==> src/rtl/uart_rx_pkg.sv <==
package uart_rx_pkg;
  localparam int DATA_W  = 8;
  localparam int OS_NORM = 16;
  localparam int OS_DBL  = 8;
  localparam int CNT_W   = $clog2(OS_NORM + 1);
  localparam int BIT_W   = $clog2(DATA_W + 4);

  typedef struct packed {
    logic [DATA_W-1:0] data;
    logic              perr;
    logic              ferr;
  } rx_char_t;

  function automatic logic maj3(input logic a, input logic b, input logic c);
    return (a & b) | (a & c) | (b & c);
  endfunction

  function automatic logic parity_bad(input logic [DATA_W-1:0] d, input logic pbit,
                                      input logic odd);
    return (^d) ^ pbit ^ odd;
  endfunction
endpackage

==> src/rtl/uart_rx_sampler.sv <==
module uart_rx_sampler
  import uart_rx_pkg::*;
(
  input  logic     clk,
  input  logic     rst_n,
  input  logic     en,
  input  logic     dbl,
  input  logic     par_en,
  input  logic     par_odd,
  input  logic     tick,
  input  logic     line,
  output logic     push,
  output rx_char_t push_char
);
  typedef enum logic {S_IDLE, S_RECV} rx_state_e;

  rx_state_e         state;
  logic              prev;
  logic [CNT_W-1:0]  cnt;
  logic [BIT_W-1:0]  bitn;
  logic [1:0]        votes;
  logic [DATA_W-1:0] shreg;
  logic              pbit, par_l, odd_l, dbl_l;

  logic [CNT_W-1:0]  os, mid, idx;
  logic [BIT_W-1:0]  stop_pos;
  logic              bitv, start_edge;

  always_comb begin
    os         = dbl_l ? CNT_W'(OS_DBL) : CNT_W'(OS_NORM);
    mid        = os >> 1;
    idx        = (cnt == os) ? CNT_W'(1) : cnt + CNT_W'(1);
    stop_pos   = BIT_W'(DATA_W + 1) + BIT_W'(par_l);
    bitv       = maj3(votes[1], votes[0], line);
    start_edge = prev & ~line;
  end

  always_ff @(posedge clk) begin
    push <= 1'b0;
    if (!rst_n || !en) begin
      state <= S_IDLE;
      prev  <= 1'b1;
      cnt   <= '0;
      bitn  <= '0;
      votes <= '0;
      shreg <= '0;
      pbit  <= 1'b0;
      par_l <= 1'b0;
      odd_l <= 1'b0;
      dbl_l <= 1'b0;
      push_char <= '0;
    end else if (tick) begin
      case (state)
        S_IDLE: begin
          prev <= line;
          if (start_edge) begin
            state <= S_RECV;
            cnt   <= CNT_W'(1);
            bitn  <= '0;
            par_l <= par_en;
            odd_l <= par_odd;
            dbl_l <= dbl;
          end
        end
        default: begin
          cnt <= idx;
          if (idx == CNT_W'(1)) bitn <= bitn + BIT_W'(1);
          if (idx == mid || idx == mid + CNT_W'(1)) votes <= {votes[0], line};
          if (idx == mid + CNT_W'(2)) begin
            if (bitn == '0) begin
              if (bitv) begin
                state <= S_IDLE;
                prev  <= line;
              end
            end else if (bitn <= BIT_W'(DATA_W)) begin
              shreg <= {bitv, shreg[DATA_W-1:1]};
            end else if (bitn < stop_pos) begin
              pbit <= bitv;
            end else begin
              push           <= 1'b1;
              push_char.data <= shreg;
              push_char.perr <= par_l & parity_bad(shreg, pbit, odd_l);
              push_char.ferr <= ~bitv;
              state          <= S_IDLE;
              prev           <= line;
            end
          end
        end
      endcase
    end
  end


  abort_idle_chk: assert property (@(posedge clk) disable iff (!rst_n)
    !en |=> (state == S_IDLE && !push));

  push_ends_frame_chk: assert property (@(posedge clk) disable iff (!rst_n)
    push |-> (state == S_IDLE));

  cnt_range_chk: assert property (@(posedge clk) disable iff (!rst_n)
    (state == S_RECV) |-> (cnt >= CNT_W'(1) && cnt <= os));
endmodule

==> src/rtl/uart_rx_fifo.sv <==
module uart_rx_fifo
  import uart_rx_pkg::*;
#(
  parameter int DEPTH = 2
) (
  input  logic     clk,
  input  logic     rst_n,
  input  logic     flush,
  input  logic     push,
  input  rx_char_t wdata,
  input  logic     rd,
  output rx_char_t head,
  output logic     avail,
  output logic     ovr
);
  localparam int PTR_W = (DEPTH > 1) ? $clog2(DEPTH) : 1;
  localparam int CT_W  = $clog2(DEPTH + 1);

  rx_char_t          mem [DEPTH];
  logic [PTR_W-1:0]  wptr, rptr;
  logic [CT_W-1:0]   count;
  logic              pop, full, acc;

  function automatic logic [PTR_W-1:0] bump(input logic [PTR_W-1:0] p);
    return (p == PTR_W'(DEPTH - 1)) ? '0 : p + PTR_W'(1);
  endfunction

  always_comb begin
    avail = (count != '0);
    full  = (count == CT_W'(DEPTH));
    pop   = rd & avail;
    acc   = push & (~full | pop);
    head  = mem[rptr];
  end

  always_ff @(posedge clk) begin
    if (!rst_n || flush) begin
      wptr  <= '0;
      rptr  <= '0;
      count <= '0;
      ovr   <= 1'b0;
    end else begin
      if (acc) wptr <= bump(wptr);
      if (pop) rptr <= bump(rptr);
      count <= count + CT_W'(acc) - CT_W'(pop);
      if (push && !acc) ovr <= 1'b1;
      else if (pop)     ovr <= 1'b0;
    end
  end

  for (genvar g = 0; g < DEPTH; g++) begin : g_slot
    always_ff @(posedge clk) begin
      if (!rst_n) mem[g] <= '0;
      else if (acc && !flush && wptr == PTR_W'(g)) mem[g] <= wdata;
    end
  end


  no_overflow_chk: assert property (@(posedge clk) disable iff (!rst_n)
    count <= CT_W'(DEPTH));

  overrun_set_chk: assert property (@(posedge clk) disable iff (!rst_n)
    (push && full && !rd && !flush) |=> ovr);

  flush_empty_chk: assert property (@(posedge clk) disable iff (!rst_n)
    flush |=> (!avail && !ovr));

  empty_read_chk: assert property (@(posedge clk) disable iff (!rst_n)
    (!avail && rd && !push) |=> !avail);
endmodule

==> src/rtl/uart_rx_top.sv <==
module uart_rx_top
  import uart_rx_pkg::*;
#(
  parameter int DEPTH = 2
) (
  input  logic              clk,
  input  logic              rst_n,
  input  logic              rx_en,
  input  logic              dbl_speed,
  input  logic              par_en,
  input  logic              par_odd,
  input  logic              sample_tick,
  input  logic              rx_line,
  input  logic              rd_stb,
  output logic [DATA_W-1:0] rd_data,
  output logic              rx_avail,
  output logic              par_err,
  output logic              frm_err,
  output logic              ovr_err,
  output logic              pin_own
);
  logic     char_push;
  rx_char_t char_new, char_head;

  uart_rx_sampler i_sampler (
    .clk(clk), .rst_n(rst_n), .en(rx_en), .dbl(dbl_speed), .par_en(par_en),
    .par_odd(par_odd), .tick(sample_tick), .line(rx_line),
    .push(char_push), .push_char(char_new)
  );

  uart_rx_fifo #(.DEPTH(DEPTH)) i_fifo (
    .clk(clk), .rst_n(rst_n), .flush(~rx_en), .push(char_push), .wdata(char_new),
    .rd(rd_stb), .head(char_head), .avail(rx_avail), .ovr(ovr_err)
  );

  assign rd_data = char_head.data;
  assign par_err = rx_avail & char_head.perr;
  assign frm_err = rx_avail & char_head.ferr;
  assign pin_own = rx_en;


  flags_gated_chk: assert property (@(posedge clk) disable iff (!rst_n)
    !rx_avail |-> (!par_err && !frm_err));
endmodule

==> config.mk <==
export PLATFORM = sky130hd
export DESIGN_NAME = uart_rx_top
export DESIGN_NICKNAME = d
export VERILOG_FILES = /design/src/rtl/uart_rx_pkg.sv /design/src/rtl/uart_rx_sampler.sv /design/src/rtl/uart_rx_fifo.sv /design/src/rtl/uart_rx_top.sv
export SDC_FILE = /design/constraint.sdc
export NUM_CORES = 1
export LEC_CHECK = 0
export BUFFER_PORTS_ARGS = -buffer_cell sky130_fd_sc_hd__buf_2
export CAP_MARGIN = 25
export CORE_ASPECT_RATIO = 0.6
export CORE_MARGIN = 1
export CORE_UTILIZATION = 54
export CTS_CLUSTER_SIZE = 12
export DETAILED_ROUTE_END_ITERATION = 6
export GPL_ROUTABILITY_DRIVEN = 0
export PLACE_DENSITY = 0.75
export SLEW_MARGIN = 20
export SYNTH_ARGS = -nofsm -noshare
export SYNTH_HDL_FRONTEND = slang
export SYNTH_SLANG_ARGS = --single-unit
==> constraint.sdc <==
create_clock -name clk -period 2.4 [get_ports clk]
set_input_delay 0.12 -clock clk [delete_from_list [all_inputs] [get_ports clk]]
set_output_delay 0.12 -clock clk [all_outputs]
set_load 0.02 [all_outputs]
==> results.md <==
* Status: complete, but fails checks
* Failing checks: design-rule violations
* Synth Register Bits at 62
* Average size of a mapped cell at 10.4 um^2
* CTS root buffer: clkbuf_8
* CTS Buf Count at 9
* TritonCTS clock tree: done
* Clock Latency Late Sink at 0.35 ns
* Global router's overall resource usage at a little under a quarter
* Slew HR at 54.3%
* Core ar. at between 5000 and 6000 um^2
* # Max-Cap Violations at 0
* Design area at 3560 um^2
* Setup CP Type: flip-flop to flip-flop
* Final worst path period need at around 2.3 ns
* Synthesized Nets at 305
* Async set-reset flop share out of synthesis at 0%
* Crit path required time at 2.65 ns
* Number of enable flip-flop cells after synthesis at 20
* Die width at 97.9 um
* Setup crit end kind: flip-flop
* Seq/Total Area, Yosys at 48.4%
* Initial core utilization at a little under three fifths
* Switching part of the total power at about 22%
* Die height at 59.5 um
* # fillers at 409
* Worst Setup SP: i_sampler.cnt[1]
* Clk pwr share at 45.2%
* Dpl cell area at 3260 um^2
* Critical path arrival at 2.55 ns
* I/O Buffers at 21
* P_leak at roughly 1.3 nW
* Final ANT Viol Nets at 0
* Routed length per instance at 15.6 um
* Initial antenna violation count at 0
* Drt drc at 2
* TritonCTS Sinks at 62
* Internal at 1.72 mW
* Synth Flop Type: dfxtp_1
* R2R depth at 10
* Final setup vio count at 0
* Synth-to-layout area growth at 19.5%
* N_diodes at 0
* Synthesized area at 2980 um^2
* Worst Setup Start Kind: flip-flop
* Drt via density at roughly 5.5
* GRT overflow at 0
* Clock Path Buffers at 2
* Crit Path Max Fanout at 8
* Fmax at 435 MHz
* Reg2reg start: i_sampler.cnt[1]
* Cells after Synth at 287
* Final wirelength at 6.26 mm
* Pwr/cell area at 620 nW/um^2
* Floorplan row count at 20
* Peak VDD IR at 0.372 mV
* Reg2reg setup slack at 0.1 ns
* First-pass GRT wire length at 9.96 mm
* Share of power burned in registers at 50.2%
* Clk_skew at around 0.0054 ns
* Clk slew on worst S/H paths at 0.07 ns
* Pre-Repair DR Iteration Count at 6
* Slew Limit Fails at 0
* Die ar. at 5820 um^2
* Final hold violations at 0
* CP Capture Point: i_sampler.shreg[4]
* H-tree levels at 3
* Vias in the first global route at around 2000
* Largest net degree at the start of global routing at 20
* Final HPWL DP at 4.23 mm
* Via count at 2200
* Worst flop-to-flop path endpoint: i_sampler.shreg[4]
* Nets@finish at between 300 and 400
* Netlist cell types at 43
* Synth warn at 0
* Io pins at 22
* Psw at 0.488 mW
* Layout cells sized above 1 at around a quarter
* Final period util at 95.9%
* Combinational Power Share at 4.5%
* Final Power at 2.21 mW
* Worst Max-Slew Pin Slew at 0.679 ns
* Starting DRC count in detailed routing at 137
* Worst hold path class: input port to flip-flop
[registers in the layout, summed over array words and instances (netlist names), 2 cells and up, named ones only]
register / count
i_sampler.bitn: 4
i_sampler.votes: 2
i_sampler.push_char: 10
i_fifo.mem: 20
i_sampler.cnt: 5
i_sampler.shreg: 8
i_fifo.count: 2
[power by group through the flow]
stage / registers, mW / logic (mW) / clock network, mW
detailed placement: 1.13 / 0.0943 / 0
CTS: 1.11 / 0.0967 / 1.01
global route: 1.11 / 0.109 / 1.07
global placement: 1.13 / 0.0946 / 0
floorplan: 1.13 / 0.0579 / 0
finish: 1.11 / 0.0998 / 0.998
[placed cells by master (no fill, tap or decap), types with 8 or more instances in the layout]
master / instances
and2_1: 22
buf_2: 22
buf_4: 16
clkbuf_8: 9
dfxtp_1: 39
edfxtp_1: 20
ha_1: 8
inv_1: 11
mux2_2: 10
mux2i_1: 24
nand2_1: 14
nand3_1: 10
nor2_1: 38
xnor2_1: 10
[metrics by stage]
step	TNS, ns	instances	setup slack (ns)	utilization [%]	hold slack, ns
2_1_floorplan	0	287	0.0594	-	0.229
3_3_place_gp	0	381	0.0438	62.9	0.364
3_5_place_dp	-0.0537	381	-0.0282	62.9	0.366
4_1_cts	0	398	0.0302	67.6	0.00578
5_1_grt	-0.0250	401	-0.0155	68.7	0.00448
6_report	0	401	0.0994	68.7	0.00780
[what timing repair did]
action | 4_1_cts | 5_1_grt
hold endpoints to repair | 1 | 0
pin swaps | 0 | 4
setup buffers | 0 | 2
hold buffers | 1 | 0
gates cloned | 0 | 1
gates resized for setup | 3 | 11
endpoints found under the setup margin | 3 | 24
[final cells by class]
type	instances	area, um^2	share of cell area [%]
flip-flops and latches	62	1450	40.6
inverters	11	41.3	1.16
well taps	66	82.6	2.32
multi-input cells	205	1500	42.2
clock buffers	10	128	3.59
repair buffers	41	272	7.63
clock inverters	6	86.3	2.43
[Yosys cell counts, types with 3 or more instances]
| master | number | area (um^2) |
|---|---|---|
| mux2_2 | 10 | 113 |
| a21oi_1 | 9 | 45.0 |
| a211oi_1 | 4 | 30.0 |
| mux2i_1 | 24 | 240 |
| nand2_1 | 14 | 52.6 |
| and2_1 | 23 | 144 |
| clkbuf_1 | 7 | 26.3 |
| dfxtp_1 | 42 | 841 |
| a22oi_1 | 5 | 37.5 |
| and3_1 | 3 | 18.8 |
| xnor2_1 | 10 | 87.6 |
| nor3b_1 | 5 | 37.5 |
| edfxtp_1 | 20 | 601 |
| ha_1 | 9 | 113 |
| xor2_1 | 5 | 43.8 |
| o21ai_0 | 5 | 25.0 |
| nor2_1 | 38 | 143 |
| nand3_1 | 10 | 50.1 |
| inv_1 | 11 | 41.3 |
| nand2b_1 | 4 | 25.0 |
[kinds of logic after synthesis]
family / share of synthesized area, %
compound gates: 7.99
xor+xnor: 4.41
fa+ha+maj: 4.12
buf+inv: 2.77
flops: 48.4
mux: 11.9
simple gates: 20.4
[layer usage]
| layer | track usage (%) | up-vias | part of all wire [%] | wire, um |
|---|---|---|---|---|
| met1 | 33.3 | 1029 | 51 | 3180 |
| met3 | 10.8 | 11 | 8.0 | 501 |
| li1 | - | 1085 | - | - |
| met4 | 7.36 | 0 | 1.5 | 91 |
| met5 | 0 | - | 0 | 0 |
| met2 | 31.3 | 75 | 40 | 2490 |
[critical path: stages (launching register included)]
cell	delay [ns]
dfxtp_2	0.33
inv_1	0.07
ha_4	0.18
and4bb_2	0.24
o31ai_4	0.27
o211ai_1	0.19
buf_4	0.20
a211oi_4	0.29
buf_12	0.17
mux2i_1	0.20
nor2_1	0.05
[worst min-delay path by stage]
stage	to	slack, ns	cells after the start	startpoint
floorplan	i_sampler.state	0.23	1	sample_tick
global route	i_sampler.odd_l	0.004	3	par_odd
global placement	i_sampler.dbl_l	0.36	3	dbl_speed
detailed placement	i_sampler.dbl_l	0.37	3	dbl_speed
finish	i_sampler.odd_l	0.008	3	par_odd
CTS	i_sampler.odd_l	0.006	3	par_odd
Power figures use the tool's default switching activity.
